<file path="config.mk">
export PLATFORM = sky130hd
export DESIGN_NAME = keyed_sysctl_reg
export DESIGN_NICKNAME = d
export VERILOG_FILES = /design/src/rtl/sysctl_pkg.sv /design/src/rtl/sysctl_key_gate.sv /design/src/rtl/sysctl_group_store.sv /design/src/rtl/sysctl_strobe_gen.sv /design/src/rtl/keyed_sysctl_reg.sv
export SDC_FILE = /design/constraint.sdc
export NUM_CORES = 1
export LEC_CHECK = 0
export ABC_AREA = 1
export BUFFER_PORTS_ARGS = -buffer_cell sky130_fd_sc_hd__buf_2
export CELL_PAD_IN_SITES_DETAIL_PLACEMENT = 0
export CELL_PAD_IN_SITES_GLOBAL_PLACEMENT = 1
export CORE_ASPECT_RATIO = 1.25
export CORE_UTILIZATION = 18
export CTS_CLUSTER_DIAMETER = 200
export DETAILED_ROUTE_END_ITERATION = 12
export GPL_TIMING_DRIVEN = 0
export PLACE_DENSITY = 0.8
export SYNTH_ARGS = -nofsm -noshare
export SYNTH_HDL_FRONTEND = slang
export SYNTH_HIERARCHICAL = 1
export SYNTH_SLANG_ARGS = --single-unit
</file>
<file path="constraint.sdc">
create_clock -name clk -period 1.3 [get_ports clk]
set_clock_uncertainty 0.1 [all_clocks]
set_input_delay 0.13 -clock clk [delete_from_list [all_inputs] [get_ports clk]]
set_output_delay 0.13 -clock clk [all_outputs]
set_load 0.02 [all_outputs]
</file>
<file path="src/rtl/sysctl_pkg.sv">
package sysctl_pkg;
  localparam int WORD_W     = 32;
  localparam int KEY_W      = 16;
  localparam int KEY_LSB    = 16;
  localparam int GRP_W      = 3;
  localparam int GRP_LSB    = 8;
  localparam int SYS_BIT    = 2;
  localparam int CORE_BIT   = 0;
  localparam logic [KEY_W-1:0] UNLOCK_KEY = 16'h05FA;
  localparam logic [KEY_W-1:0] READ_TAG   = 16'hFA05;

  function automatic logic [KEY_W-1:0] key_of(input logic [WORD_W-1:0] w);
    return w[KEY_LSB +: KEY_W];
  endfunction

  function automatic logic [GRP_W-1:0] group_of(input logic [WORD_W-1:0] w);
    return w[GRP_LSB +: GRP_W];
  endfunction

  function automatic logic [WORD_W-1:0] readback(input logic [KEY_W-1:0] tag,
                                                 input logic [GRP_W-1:0] grp);
    logic [WORD_W-1:0] r;
    r = '0;
    r[KEY_LSB +: KEY_W] = tag;
    r[GRP_LSB +: GRP_W] = grp;
    return r;
  endfunction
endpackage

</file>
<file path="src/rtl/sysctl_key_gate.sv">
module sysctl_key_gate
  import sysctl_pkg::*;
#(
  parameter logic [KEY_W-1:0] KEY = UNLOCK_KEY
) (
  input  logic              wr_en,
  input  logic [WORD_W-1:0] wr_data,
  output logic              accept,
  output logic              sys_hit,
  output logic              core_hit
);
  localparam logic [WORD_W-1:0] USED_MASK =
    (({WORD_W{1'b0}} | {KEY_W{1'b1}}) << KEY_LSB) |
    (({WORD_W{1'b0}} | {GRP_W{1'b1}}) << GRP_LSB) |
    (WORD_W'(1) << SYS_BIT) | (WORD_W'(1) << CORE_BIT);

  logic unused_wr_bits;
  assign unused_wr_bits = ^(wr_data & ~USED_MASK);

  assign accept   = wr_en && (key_of(wr_data) == KEY);
  // system request wins over core request
  assign sys_hit  = accept && wr_data[SYS_BIT];
  assign core_hit = accept && wr_data[CORE_BIT] && !wr_data[SYS_BIT];
endmodule

</file>
<file path="src/rtl/sysctl_group_store.sv">
module sysctl_group_store
  import sysctl_pkg::*;
(
  input  logic             clk,
  input  logic             rst_n,
  input  logic             accept,
  input  logic [GRP_W-1:0] new_grp,
  output logic [GRP_W-1:0] grp
);
  always_ff @(posedge clk or negedge rst_n) begin
    if (!rst_n)      grp <= '0;
    else if (accept) grp <= new_grp;
  end

  assert_hold_on_reject_R3: assert property (@(posedge clk) disable iff (!rst_n)
    !accept |=> $stable(grp));
  assert_load_on_accept_R2: assert property (@(posedge clk) disable iff (!rst_n)
    accept |=> grp == $past(new_grp));
endmodule

</file>
<file path="src/rtl/sysctl_strobe_gen.sv">
module sysctl_strobe_gen (
  input  logic clk,
  input  logic rst_n,
  input  logic sys_hit,
  input  logic core_hit,
  output logic sys_pulse,
  output logic core_pulse
);
  always_ff @(posedge clk or negedge rst_n) begin
    if (!rst_n) begin
      sys_pulse  <= 1'b0;
      core_pulse <= 1'b0;
    end else begin
      sys_pulse  <= sys_hit;
      core_pulse <= core_hit;
    end
  end

  assert_sys_needs_request_R7: assert property (@(posedge clk) disable iff (!rst_n)
    !sys_hit |=> !sys_pulse);
  assert_core_needs_request_R7: assert property (@(posedge clk) disable iff (!rst_n)
    !core_hit |=> !core_pulse);
  assert_sys_fires_R4: assert property (@(posedge clk) disable iff (!rst_n)
    sys_hit |=> sys_pulse);
  assert_core_fires_R5: assert property (@(posedge clk) disable iff (!rst_n)
    core_hit |=> core_pulse);
endmodule

</file>
<file path="src/rtl/keyed_sysctl_reg.sv">
module keyed_sysctl_reg
  import sysctl_pkg::*;
#(
  parameter logic [KEY_W-1:0] KEY = UNLOCK_KEY,
  parameter logic [KEY_W-1:0] TAG = READ_TAG
) (
  input  logic              clk,
  input  logic              rst_n,
  input  logic              wr_en,
  input  logic [WORD_W-1:0] wr_data,
  output logic [WORD_W-1:0] rd_data,
  output logic [GRP_W-1:0]  prio_group,
  output logic              sys_rst_req,
  output logic              core_rst_req
);
  logic accept, sys_hit, core_hit;

  sysctl_key_gate #(.KEY(KEY)) u_gate (
    .wr_en(wr_en), .wr_data(wr_data),
    .accept(accept), .sys_hit(sys_hit), .core_hit(core_hit)
  );

  sysctl_group_store u_store (
    .clk(clk), .rst_n(rst_n), .accept(accept),
    .new_grp(group_of(wr_data)), .grp(prio_group)
  );

  sysctl_strobe_gen u_strobe (
    .clk(clk), .rst_n(rst_n), .sys_hit(sys_hit), .core_hit(core_hit),
    .sys_pulse(sys_rst_req), .core_pulse(core_rst_req)
  );

  assign rd_data = readback(TAG, prio_group);

  assert_one_strobe_R6: assert property (@(posedge clk) disable iff (!rst_n)
    $onehot0({sys_rst_req, core_rst_req}));
  assert_readback_R8: assert property (@(posedge clk) disable iff (!rst_n)
    rd_data[SYS_BIT] == 1'b0 && rd_data[CORE_BIT] == 1'b0 &&
    rd_data[KEY_LSB +: KEY_W] == TAG);
  assert_bad_key_quiet_R3: assert property (@(posedge clk) disable iff (!rst_n)
    (wr_en && key_of(wr_data) != KEY) |=> !sys_rst_req && !core_rst_req);
endmodule

</file>
==> metrics.md, run 1 <==
| Metric | Value |
|---|---|
| Post_cts resized | `0` |
| Outcome | `completed` |
| #FFs+latches synth | `5` |
| Worst r2r dst | `u_store/grp[1]$_DFFE_PN0P_` |
| Synth area leader | `buf_4` |
| Fin. max-slew vios | `0` |
| Syn-to-layout area delta | `71.2%` |
| Worst hold path class | `in -> reg` |
| Longest Clk Path Bufs | `2` |
| Reg2Reg Depth | `2` |
| Total congestion overflow | `0` |
| Met1 usage | `5.29%` |
| Initial antenna violation count | `0` |
| Clock root buffer | `clkbuf_4` |
| Unrepaired setup endpoints after global routing | `false` |
| Post-synthesis sequential area ratio | `24.4%` |
| Cells along the critical path | `buf_4, buf_2` |
| Multi-input gate area | `between 200 and 250 sq um` |
| WL per Instance | `6.08 um` |
| TNS Setup | `0 ps` |
| Std cell rows | `21` |
| Post-DP HPWL | `870 um` |
| Crit path max fanout | `3` |
| Crit path from | `u_store/grp[1]$_DFFE_PN0P_` |
| VDD IR-drop max | `0.228 mV` |
| # H-tree levels | `1` |
| Final setup viols | `0` |
| Chip width | `49.8 um` |
| Gate Count Post-Synth | `74` |
| Gr busiest metal | `met2` |
| Tot Pwr | `between 0.5 and 0.6 mW` |
| Netlist cell types | `9` |
| LEAKAGE | `roughly 0.60 nW` |
| Worst Setup EP | `rd_data[9]` |
| Area of the core | `2680 sq um` |
| Cell area power density | `614 nW/um^2` |
| Syn Area/Cell | `a little under 7 sq um` |
| Routed Antenna Nets | `0` |
| Critical path endpoint category | `output pin` |
| Max-cap violations | `0` |
| Ys Warns | `6` |
| Max frequency | `between 800 and 900 MHz` |
| Clock latency at the later pin of the worst-skew pair | `250 ps` |
| M3 GR Usage | `1.48%` |
| Routability cong. | `just over 0.6` |
| Initial Utilization | `19.1%` |
| Worst R2R Start | `u_store/grp[1]$_DFFE_PN0P_` |
| I/O Pins | `72` |
| Post-Syn Area | `513 sq um` |
| Stages on worst setup path | `2` |
| Fin. Hold Viols | `0` |
| Top post-synthesis cells by area | `buf_4 (47%), dfrtp_1 (24%), nand2_1 (12%)` |
| Element type at the critical path start | `flip-flop` |
| Crit path time final | `1150 ps` |
| Fin Hold WS | `14.0 ps` |
| Share of post-route cells with drive strength above 1 | `49.3%` |
| Clock-pin slew of the registers on the worst-case setup and hold paths | `40 ps` |
| CP Class | `reg -> out` |
| Post-synth top area share | `46.8%` |
| Final Net Count | `176` |
| Pin count of the biggest net entering global routing | `6` |
| Via count | `527` |
| # diodes | `0` |
| Pre-CTS setup slack | `between 150 and 200 ps` |
| Num CTS Buffers | `3` |
| Hold-fix buffers, CTS | `4` |
| DP Area | `812 sq um` |
| Via/cell ratio | `between 3 and 4` |
| Setup bufs post-CTS | `0` |
| Filler cells | `300` |
| TritonCTS clock tree | `yes` |
| CP bufs+invs | `2` |
| Port bufs | `31` |
| Die Span Y | `61.7 um` |
| Clock sink total | `5` |
| GRT Resource Usage Total | `7.18%` |
| Drt drc | `0` |
| Data arrival time of the worst path | `920 ps` |
| CP peak stage delay | `around 390 ps` |
| R2R Setup Slk | `570 ps` |
| Drt first pass iters | `1` |
| Setup slack after layout | `approximately 150 ps` |
| Die ar. | `3070 sq um` |
| Post-route clock period utilization | `88.6%` |
| Iter 0 DRT Violations | `0` |
| CP top delay family | `flip-flops` |
| WL final | `1060 um` |
| Vias in the first global route | `436` |
| First-pass GRT wire length | `1550 um` |
| FF/Latch Area | `between 100 and 150 sq um` |
| Met2 Track Usage GR | `14.3%` |
| CP max stage cell | `dfrtp_1` |
| Final instance area | `878 sq um` |
| Critical Path RT | `1070 ps` |
Yosys cell counts:
cell type  instances
nor2_1             8
conb_1             2
inv_1              7
nand2_1           17
buf_4             32
nand3_2            1
dfrtp_1            5
inv_2              1
nor2_2             1
state kept, by name, indices dropped and copies added (netlist names):
name and flops:
u_strobe/sys_pulse 1, u_strobe/core_pulse 1, u_store/grp 3
cell type report:
type                            instances  area share [%]
Sequential cell                         5            14.2
Multi-Input combinational cell         56            24.9
Timing Repair Buffer                   35            22.2
Buffer                                 32            27.4
Tap cell                               34            4.84
Clock buffer                            4            2.99
Inverter                                8            3.42
where the power goes:
group / internal (mW) / total, mW / switching [mW]
sequential: 0.156 / 0.156 / 0.0000241
clock: 0.116 / 0.182 / 0.0660
combinational: 0.0952 / 0.201 / 0.106
total: 0.368 / 0.539 / 0.172
how the worst min path moves through the flow:
stage	from	endpoint	slack [ps]	depth (start not counted)
5_1_grt	wr_data[0]	u_strobe/core_pulse$_DFF_PN0_	20	3
6_report	wr_data[0]	u_strobe/core_pulse$_DFF_PN0_	10	3
3_3_place_gp	rst_n	u_strobe/core_pulse$_DFF_PN0_	-150	1
2_1_floorplan	rst_n	u_store/grp[0]$_DFFE_PN0P_	-270	0
3_5_place_dp	rst_n	u_store/grp[1]$_DFFE_PN0P_	-150	1
4_1_cts	wr_data[0]	u_strobe/core_pulse$_DFF_PN0_	10	3
kinds of logic (layout without fill, tap and decap cells):
logic type	after synthesis	count (layout)	share of synthesized area [%]
buffers and inverters	40	79	52.7
other	2	29	1.46
and+or+nand+nor	27	27	21.5
DFF	5	5	24.4
layout by cell type, fill, tap and decap left out:
cell	n
nand2_1	17
conb_1	29
clkbuf_1	1
nor2_1	8
nor2_2	1
inv_1	7
buf_4	32
dfrtp_1	5
nand3_2	1
clkbuf_4	3
dlygate4sd3_1	4
inv_2	1
buf_2	31
tightest hold or removal path, stage by stage:
cell and delay [ps]:
buf_2 90, nand2_1 50, nor2_1 40
per-stage QoR:
stage / std cells / util (%)
after floorplan: 101 / -
after global placement: 166 / 30.3
after detailed placement: 166 / 30.3
after CTS: 174 / 32.8
after global routing: 174 / 32.8
final: 174 / 32.8
per-layer routing:
layer	up-vias	wire length, um
met5	-	0
met4	0	42
met3	5	130
met2	42	536
met1	197	348
li1	283	-
Power figures use the tool's default switching activity.
==> run 2: changes to the inputs <==
- RECOVER_POWER: not set -> 25
==> metrics.md, run 2 (synthesis results as in run 1) <==
| Metric | Value |
|---|---|
| Outcome | `completed (unchanged)` |
| Reg2Reg Depth | `2 (unchanged)` |
| Clock-pin slew of the registers on the worst-case setup and hold paths | `40 ps (about the same)` |
| Share of post-route cells with drive strength above 1 | `48.6% (was 49.3%)` |
| Die ar. | `3070 sq um (unchanged)` |
| CP Class | `reg -> out (unchanged)` |
| DP Area | `812 sq um (unchanged)` |
| Final Net Count | `176 (unchanged)` |
| Max-cap violations | `0 (unchanged)` |
| Post_cts resized | `0 (unchanged)` |
| Via count | `527 (unchanged)` |
| Critical path endpoint category | `output pin (unchanged)` |
| Final Core Density | `32.7% (was 32.8%)` |
| Initial Utilization | `19.1% (unchanged)` |
| Gr busiest metal | `met2 (unchanged)` |
| Worst hold start | `wr_data[0] (unchanged)` |
| Critical Path RT | `1070 ps (about the same)` |
| Drt drc | `0 (unchanged)` |
| TritonCTS clock tree | `yes (unchanged)` |
| Clock sink total | `5 (unchanged)` |
| Data arrival time of the worst path | `920 ps (about the same)` |
| Hold-fix buffers, CTS | `4 (unchanged)` |
| I/O Pins | `72 (unchanged)` |
| Element type at the critical path start | `flip-flop (unchanged)` |
| Worst R2R Start | `u_store/grp[1]$_DFFE_PN0P_ (unchanged)` |
| Filler cells | `301 (was 300)` |
| Num CTS Buffers | `3 (unchanged)` |
| Commonest non-fill, non-tap cell in the layout | `buf_4 (unchanged)` |
| Iter 0 DRT Violations | `0 (unchanged)` |
| Unrepaired setup endpoints after global routing | `false (unchanged)` |
| Die Span Y | `61.7 um (unchanged)` |
| Max frequency | `868 MHz (was 869 MHz)` |
| LEAKAGE | `0.593 nW (was 0.596 nW)` |
| FF/Latch Area | `125 sq um (unchanged)` |
| # diodes | `0 (unchanged)` |
| Fin. Hold Viols | `0 (unchanged)` |
| # H-tree levels | `1 (unchanged)` |
| Worst hold path class | `in -> reg (unchanged)` |
| Largest registers | `u_store/grp (3), u_strobe/core_pulse (1), u_strobe/sys_pulse (1) (unchanged)` |
| Multi-input gate area | `219 sq um (unchanged)` |
| Cell area power density | `614 nW/um^2 (about the same)` |
| Hold Crit Endpoint | `u_strobe/core_pulse$_DFF_PN0_ (unchanged)` |
| Chip width | `49.8 um (unchanged)` |
| Worst r2r dst | `u_store/grp[1]$_DFFE_PN0P_ (unchanged)` |
| Drt first pass iters | `1 (unchanged)` |
| Placed Cells | `166 (unchanged)` |
| WL final | `1050 um (was 1060 um)` |
| Final setup viols | `0 (unchanged)` |
| Std cell rows | `21 (unchanged)` |
| R2R Setup Slk | `570 ps (about the same)` |
| WHS Path Cells | `3 (unchanged)` |
| Setup bufs post-CTS | `0 (unchanged)` |
| Syn-to-layout area delta | `71.0% (was 71.2%)` |
| Met2 Track Usage GR | `14.3% (unchanged)` |
| Largest register FFs | `3 (unchanged)` |
| TNS Setup | `0 ps (unchanged)` |
| Largest Register | `u_store/grp (unchanged)` |
| Longest Clk Path Bufs | `2 (unchanged)` |
| Pin count of the biggest net entering global routing | `6 (unchanged)` |
| Port bufs | `31 (unchanged)` |
| Met1 usage | `5.29% (unchanged)` |
| VDD IR-drop max | `0.228 mV (unchanged)` |
| Clock root buffer | `clkbuf_4 (unchanged)` |
| Post-DP HPWL | `870 um (unchanged)` |
| Via/cell ratio | `3.03 (unchanged)` |
| WL per Instance | `6.06 um (was 6.08 um)` |
| Initial antenna violation count | `0 (unchanged)` |
| Fin Hold WS | `13.7 ps (was 14.0 ps)` |
| Fin. max-slew vios | `0 (unchanged)` |
| Crit path time final | `1150 ps (about the same)` |
| Vias in the first global route | `436 (unchanged)` |
| First-pass GRT wire length | `1550 um (unchanged)` |
| Final instance area | `877 sq um (was 878 sq um)` |
| Routed Antenna Nets | `0 (unchanged)` |
| Crit path max fanout | `3 (unchanged)` |
| Fin cells | `174 (unchanged)` |
| Post-route clock period utilization | `88.6% (about the same)` |
| GRT Resource Usage Total | `7.18% (unchanged)` |
| Area of the core | `2680 sq um (unchanged)` |
| Routability cong. | `0.606 (unchanged)` |
| Commonest cells after routing, fill and taps aside | `buf_4 (32), buf_2 (30), conb_1 (29), nand2_1 (17), nor2_1 (8) (was buf_4 (32), buf_2 (31), conb_1 (29), nand2_1 (17), nor2_1 (8))` |
| M3 GR Usage | `1.48% (unchanged)` |
| Clock latency at the later pin of the worst-skew pair | `250 ps (about the same)` |
| Total congestion overflow | `0 (unchanged)` |
## run 2: changes by cell type in the layout (fill, tap and decap cells not counted), sizes merged
| cell | previous run | this run |
|---|---|---|
| clkbuf | 4 | 5 |
| buf | 63 | 62 |
## run 2: power breakdown
group / switching [mW] / total (mW) / internal, mW / leakage (nW)
clock: 0.0660 / 0.182 / 0.116 / 0.0150
sequential: 0.0000241 / 0.156 / 0.156 / 0.0699
combinational: 0.106 / 0.200 / 0.0947 / 0.508
total: 0.172 / 0.539 / 0.367 / 0.593
## run 2: layout make-up
cell class	instances	area share, %
buffer	32	27.4
multi-input combinational	56	25.0
timing repair buffer	35	22.1
sequential	5	14.3
tap	34	4.85
inverter	8	3.42
clock buffer	4	3.00
## run 2: routing by layer
metal | vias to the layer above | share of wire [%]
met2 | 42 | 51
met5 | - | 0
met1 | 197 | 33
li1 | 283 | -
met3 | 5 | 12
met4 | 0 | 4.0
## run 2: how the worst max path moves through the flow
| stage | slack, ps | endpoint | start |
|---|---|---|---|
| after floorplan | 390 | u_store/grp[0]$_DFFE_PN0P_ | wr_data[31] |
| after global placement | 210 | u_store/grp[1]$_DFFE_PN0P_ | wr_data[29] |
| after detailed placement | 180 | u_store/grp[1]$_DFFE_PN0P_ | wr_data[31] |
| after CTS | 150 | rd_data[9] | u_store/grp[1]$_DFFE_PN0P_ |
| after global routing | 120 | rd_data[9] | u_store/grp[1]$_DFFE_PN0P_ |
| final | 150 | rd_data[9] | u_store/grp[1]$_DFFE_PN0P_ |
## run 2: stage by stage
step	total power, mW	setup WS [ps]
2_1_floorplan	0.310	393
3_3_place_gp	0.346	211
3_5_place_dp	0.347	177
4_1_cts	0.544	152
5_1_grt	0.581	119
6_report	0.539	149
## run 2: worst max-delay path, cell delays in order (launching register included)
cell	delay (ps)
dfrtp_1	390
buf_4	140
buf_2	150
==> run 3: changes to the inputs <==
- CORE_UTILIZATION: 18 -> 20
- PLACE_DENSITY: 0.8 -> 0.82
- SYNTH_HIERARCHICAL: 1 -> not set
==> metrics.md, run 3 <==
| Metric | Value |
|---|---|
| Clock latency at the later pin of the worst-skew pair | `240 ps (was 250 ps)` |
| Post-synthesis sequential area ratio | `21.9% (was 24.4%)` |
| Synth area leader | `buf_4 (unchanged)` |
| # diodes | `0 (unchanged)` |
| Number of synthesized flops with an enable pin | `0 (unchanged)` |
| Initial antenna violation count | `0 (unchanged)` |
| TNS Setup | `0 ps (unchanged)` |
| Top post-synthesis cells by area | `buf_4 (42%), dfrtp_1 (22%), nand2_1 (8.6%) (was buf_4 (47%), dfrtp_1 (24%), nand2_1 (12%))` |
| FF/Latch Area | `125 sq um (unchanged)` |
| Die ar. | `3070 sq um (about the same)` |
| WL per Instance | `6.17 um (was 6.06 um)` |
| WL final | `1100 um (was 1050 um)` |
| CP max stage cell | `dfrtp_1 (unchanged)` |
| Gate Count Post-Synth | `81 (was 74)` |
| Routability cong. | `0.598 (was 0.606)` |
| Largest register FFs | `3 (unchanged)` |
| Fin. Hold Viols | `0 (unchanged)` |
| Most frequent cell after synthesis | `buf_4 (unchanged)` |
| Top FF cell, synth | `dfrtp_1 (unchanged)` |
| Element type at the critical path start | `flip-flop (unchanged)` |
| Netlist cell types | `13 (was 9)` |
| Longest Clk Path Bufs | `2 (unchanged)` |
| Clock sink total | `5 (unchanged)` |
| Multi-input gate area | `269 sq um (was 219 sq um)` |
| Largest registers | `u_store.grp (3), u_strobe.core_pulse (1), u_strobe.sys_pulse (1) (was u_store/grp (3), u_strobe/core_pulse (1), u_strobe/sys_pulse (1))` |
| Via count | `553 (was 527)` |
| Max frequency | `875 MHz (was 868 MHz)` |
| Final Net Count | `180 (was 176)` |
| Crit path max fanout | `3 (unchanged)` |
| Total congestion overflow | `0 (unchanged)` |
| Iter 0 DRT Violations | `6 (was 0)` |
| CP top delay family | `flip-flops (unchanged)` |
| Cells along the critical path | `buf_4, buf_2 (unchanged)` |
| Cell area power density | `602 nW/um^2 (was 614 nW/um^2)` |
| Post-DP HPWL | `1000 um (was 870 um)` |
| Share of post-route cells with drive strength above 1 | `51.4% (was 48.6%)` |
| Critical path endpoint category | `output pin (unchanged)` |
| Syn-to-layout area delta | `58.6% (was 71.0%)` |
| First-pass GRT wire length | `1500 um (was 1550 um)` |
| Fin. max-slew vios | `0 (unchanged)` |
| Fin cells | `178 (was 174)` |
| Crit path time final | `1140 ps (was 1150 ps)` |
| CP bufs+invs | `2 (unchanged)` |
| Post-synth top area share | `42.1% (was 46.8%)` |
| Drt first pass iters | `4 (was 1)` |
| Syn Area/Cell | `7.04 sq um (was 6.93 sq um)` |
| Area of the core | `2710 sq um (was 2680 sq um)` |
| # H-tree levels | `1 (unchanged)` |
| Vias in the first global route | `403 (was 436)` |
| Clock root buffer | `clkbuf_4 (unchanged)` |
| Commonest cells post-synth | `buf_4 (32), nand2_1 (13), inv_1 (9) (was buf_4 (32), nand2_1 (17), nor2_1 (8))` |
| #FFs+latches synth | `5 (unchanged)` |
| Num CTS Buffers | `3 (unchanged)` |
| Worst hold path class | `in -> reg (unchanged)` |
| Post-Syn Area | `571 sq um (was 513 sq um)` |
| Largest Register | `u_store.grp (was u_store/grp)` |
| GRT Resource Usage Total | `7.11% (was 7.18%)` |
| Commonest non-fill, non-tap cell in the layout | `buf_4 (unchanged)` |
| Filler cells | `304 (was 301)` |
| CP peak stage delay | `390 ps (about the same)` |
| Via/cell ratio | `3.11 (was 3.03)` |
| Synth async-reset ratio | `100% (unchanged)` |
| Clock-pin slew of the registers on the worst-case setup and hold paths | `40 ps (about the same)` |
| Port bufs | `31 (unchanged)` |
| TritonCTS clock tree | `yes (unchanged)` |
| Pin count of the biggest net entering global routing | `6 (unchanged)` |
| Initial Utilization | `21.1% (was 19.1%)` |
| Final setup viols | `0 (unchanged)` |
| Final Core Density | `33.4% (was 32.7%)` |
| Drt drc | `0 (unchanged)` |
| Data arrival time of the worst path | `910 ps (was 920 ps)` |
| Placed Cells | `173 (was 166)` |
| Setup bufs post-CTS | `0 (unchanged)` |
| VDD IR-drop max | `0.262 mV (was 0.228 mV)` |
| Std cell rows | `21 (unchanged)` |
| Unrepaired setup endpoints after global routing | `false (unchanged)` |
| Routed Antenna Nets | `0 (unchanged)` |
| Ys Warns | `0 (was 6)` |
| Chip width | `49.8 um (about the same)` |
| I/O Pins | `72 (unchanged)` |
| Critical Path RT | `1070 ps (about the same)` |
| LEAKAGE | `0.601 nW (was 0.593 nW)` |
| CP Class | `reg -> out (unchanged)` |
| Tot Pwr | `0.545 mW (was 0.539 mW)` |
| Die Span Y | `61.7 um (about the same)` |
| Max-cap violations | `0 (unchanged)` |
| Post-route clock period utilization | `87.9% (was 88.6%)` |
| Commonest cells after routing, fill and taps aside | `buf_4 (32), buf_2 (30), conb_1 (29), nand2_1 (13), inv_1 (9) (was buf_4 (32), buf_2 (30), conb_1 (29), nand2_1 (17), nor2_1 (8))` |
| Outcome | `completed (unchanged)` |
==> run 3: cell count changes in the layout (fill, tap and decap cells not counted) <==
cell           previous run  this run
nand3_1                   0         5
nand2_1                  17        13
dlygate4sd3_1             4         1
nor2_2                    1         4
inv_1                     7         9
nor2_1                    8         6
nand2_2                   0         1
nand2_4                   0         1
nor2_4                    0         1
==> run 3: worst register-to-register path: stages (launching register included) <==
cell and delay, ps:
dfrtp_1 390, nand2_1 80, nand2_1 50
==> run 3: layout make-up <==
| cell class | instances | area share, % |
|---|---|---|
| well taps | 34 | 4.70 |
| plain buffers | 32 | 26.6 |
| inverters | 10 | 4.15 |
| multi-input cells | 61 | 29.7 |
| clock buffers | 4 | 2.90 |
| flip-flops and latches | 5 | 13.8 |
| repair buffers | 32 | 18.1 |
==> run 3: kinds of logic (layout without fill, tap and decap cells) <==
kind of cell	count (synthesis)	in the layout	synth area share, %
buffers and inverters	42	78	48.7
and+or+nand+nor	32	32	28.1
DFF	5	5	21.9
other	2	29	1.32
==> run 3: timing repair <==
item	in CTS	in global routing
gates resized for setup	0	0
setup endpoints to repair	0	0
endpoints found under the hold margin	5	0
hold buffers	1	0
==> run 3: path summary, 6_finish.rpt <==
path | startpoint | end | slack [ps] | cells past startpoint
worst min register to register | u_store.grp[1]$_DFFE_PN0N_ | u_store.grp[1]$_DFFE_PN0N_ | 400 | 2
min in group asynchronous | rst_n | u_strobe.sys_pulse$_DFF_PN0_ | 160 | 2
worst min-delay path | wr_data[0] | u_strobe.core_pulse$_DFF_PN0_ | 10 | 3
max in group asynchronous | rst_n | u_store.grp[2]$_DFFE_PN0N_ | 720 | 2
worst max register to register | u_store.grp[0]$_DFFE_PN0N_ | u_store.grp[0]$_DFFE_PN0N_ | 570 | 2
worst max-delay path | u_store.grp[0]$_DFFE_PN0N_ | rd_data[8] | 160 | 2
==> run 3: routing by layer <==
| layer | up-vias | global-route usage, % | wire [um] |
|---|---|---|---|
| met1 | 207 | 6.18 | 363 |
| met4 | 0 | 8.57 | 41 |
| met5 | - | 0 | 0 |
| li1 | 302 | - | - |
| met2 | 39 | 12.9 | 569 |
| met3 | 5 | 1.46 | 124 |
==> run 3: power by group <==
group          total (mW)  internal [mW]  switching, mW
clock network       0.180          0.116         0.0639
logic               0.208         0.0930          0.115
registers           0.156          0.156      0.0000264
total               0.545          0.365          0.179
==> run 3: through the flow <==
stage	setup WS [ps]	area (sq um)	hold WS (ps)
after floorplan	444	672	-266
after global placement	301	870	-156
after detailed placement	261	870	-150
after CTS	146	906	7.39
after global routing	124	905	6.44
final	157	905	11.1
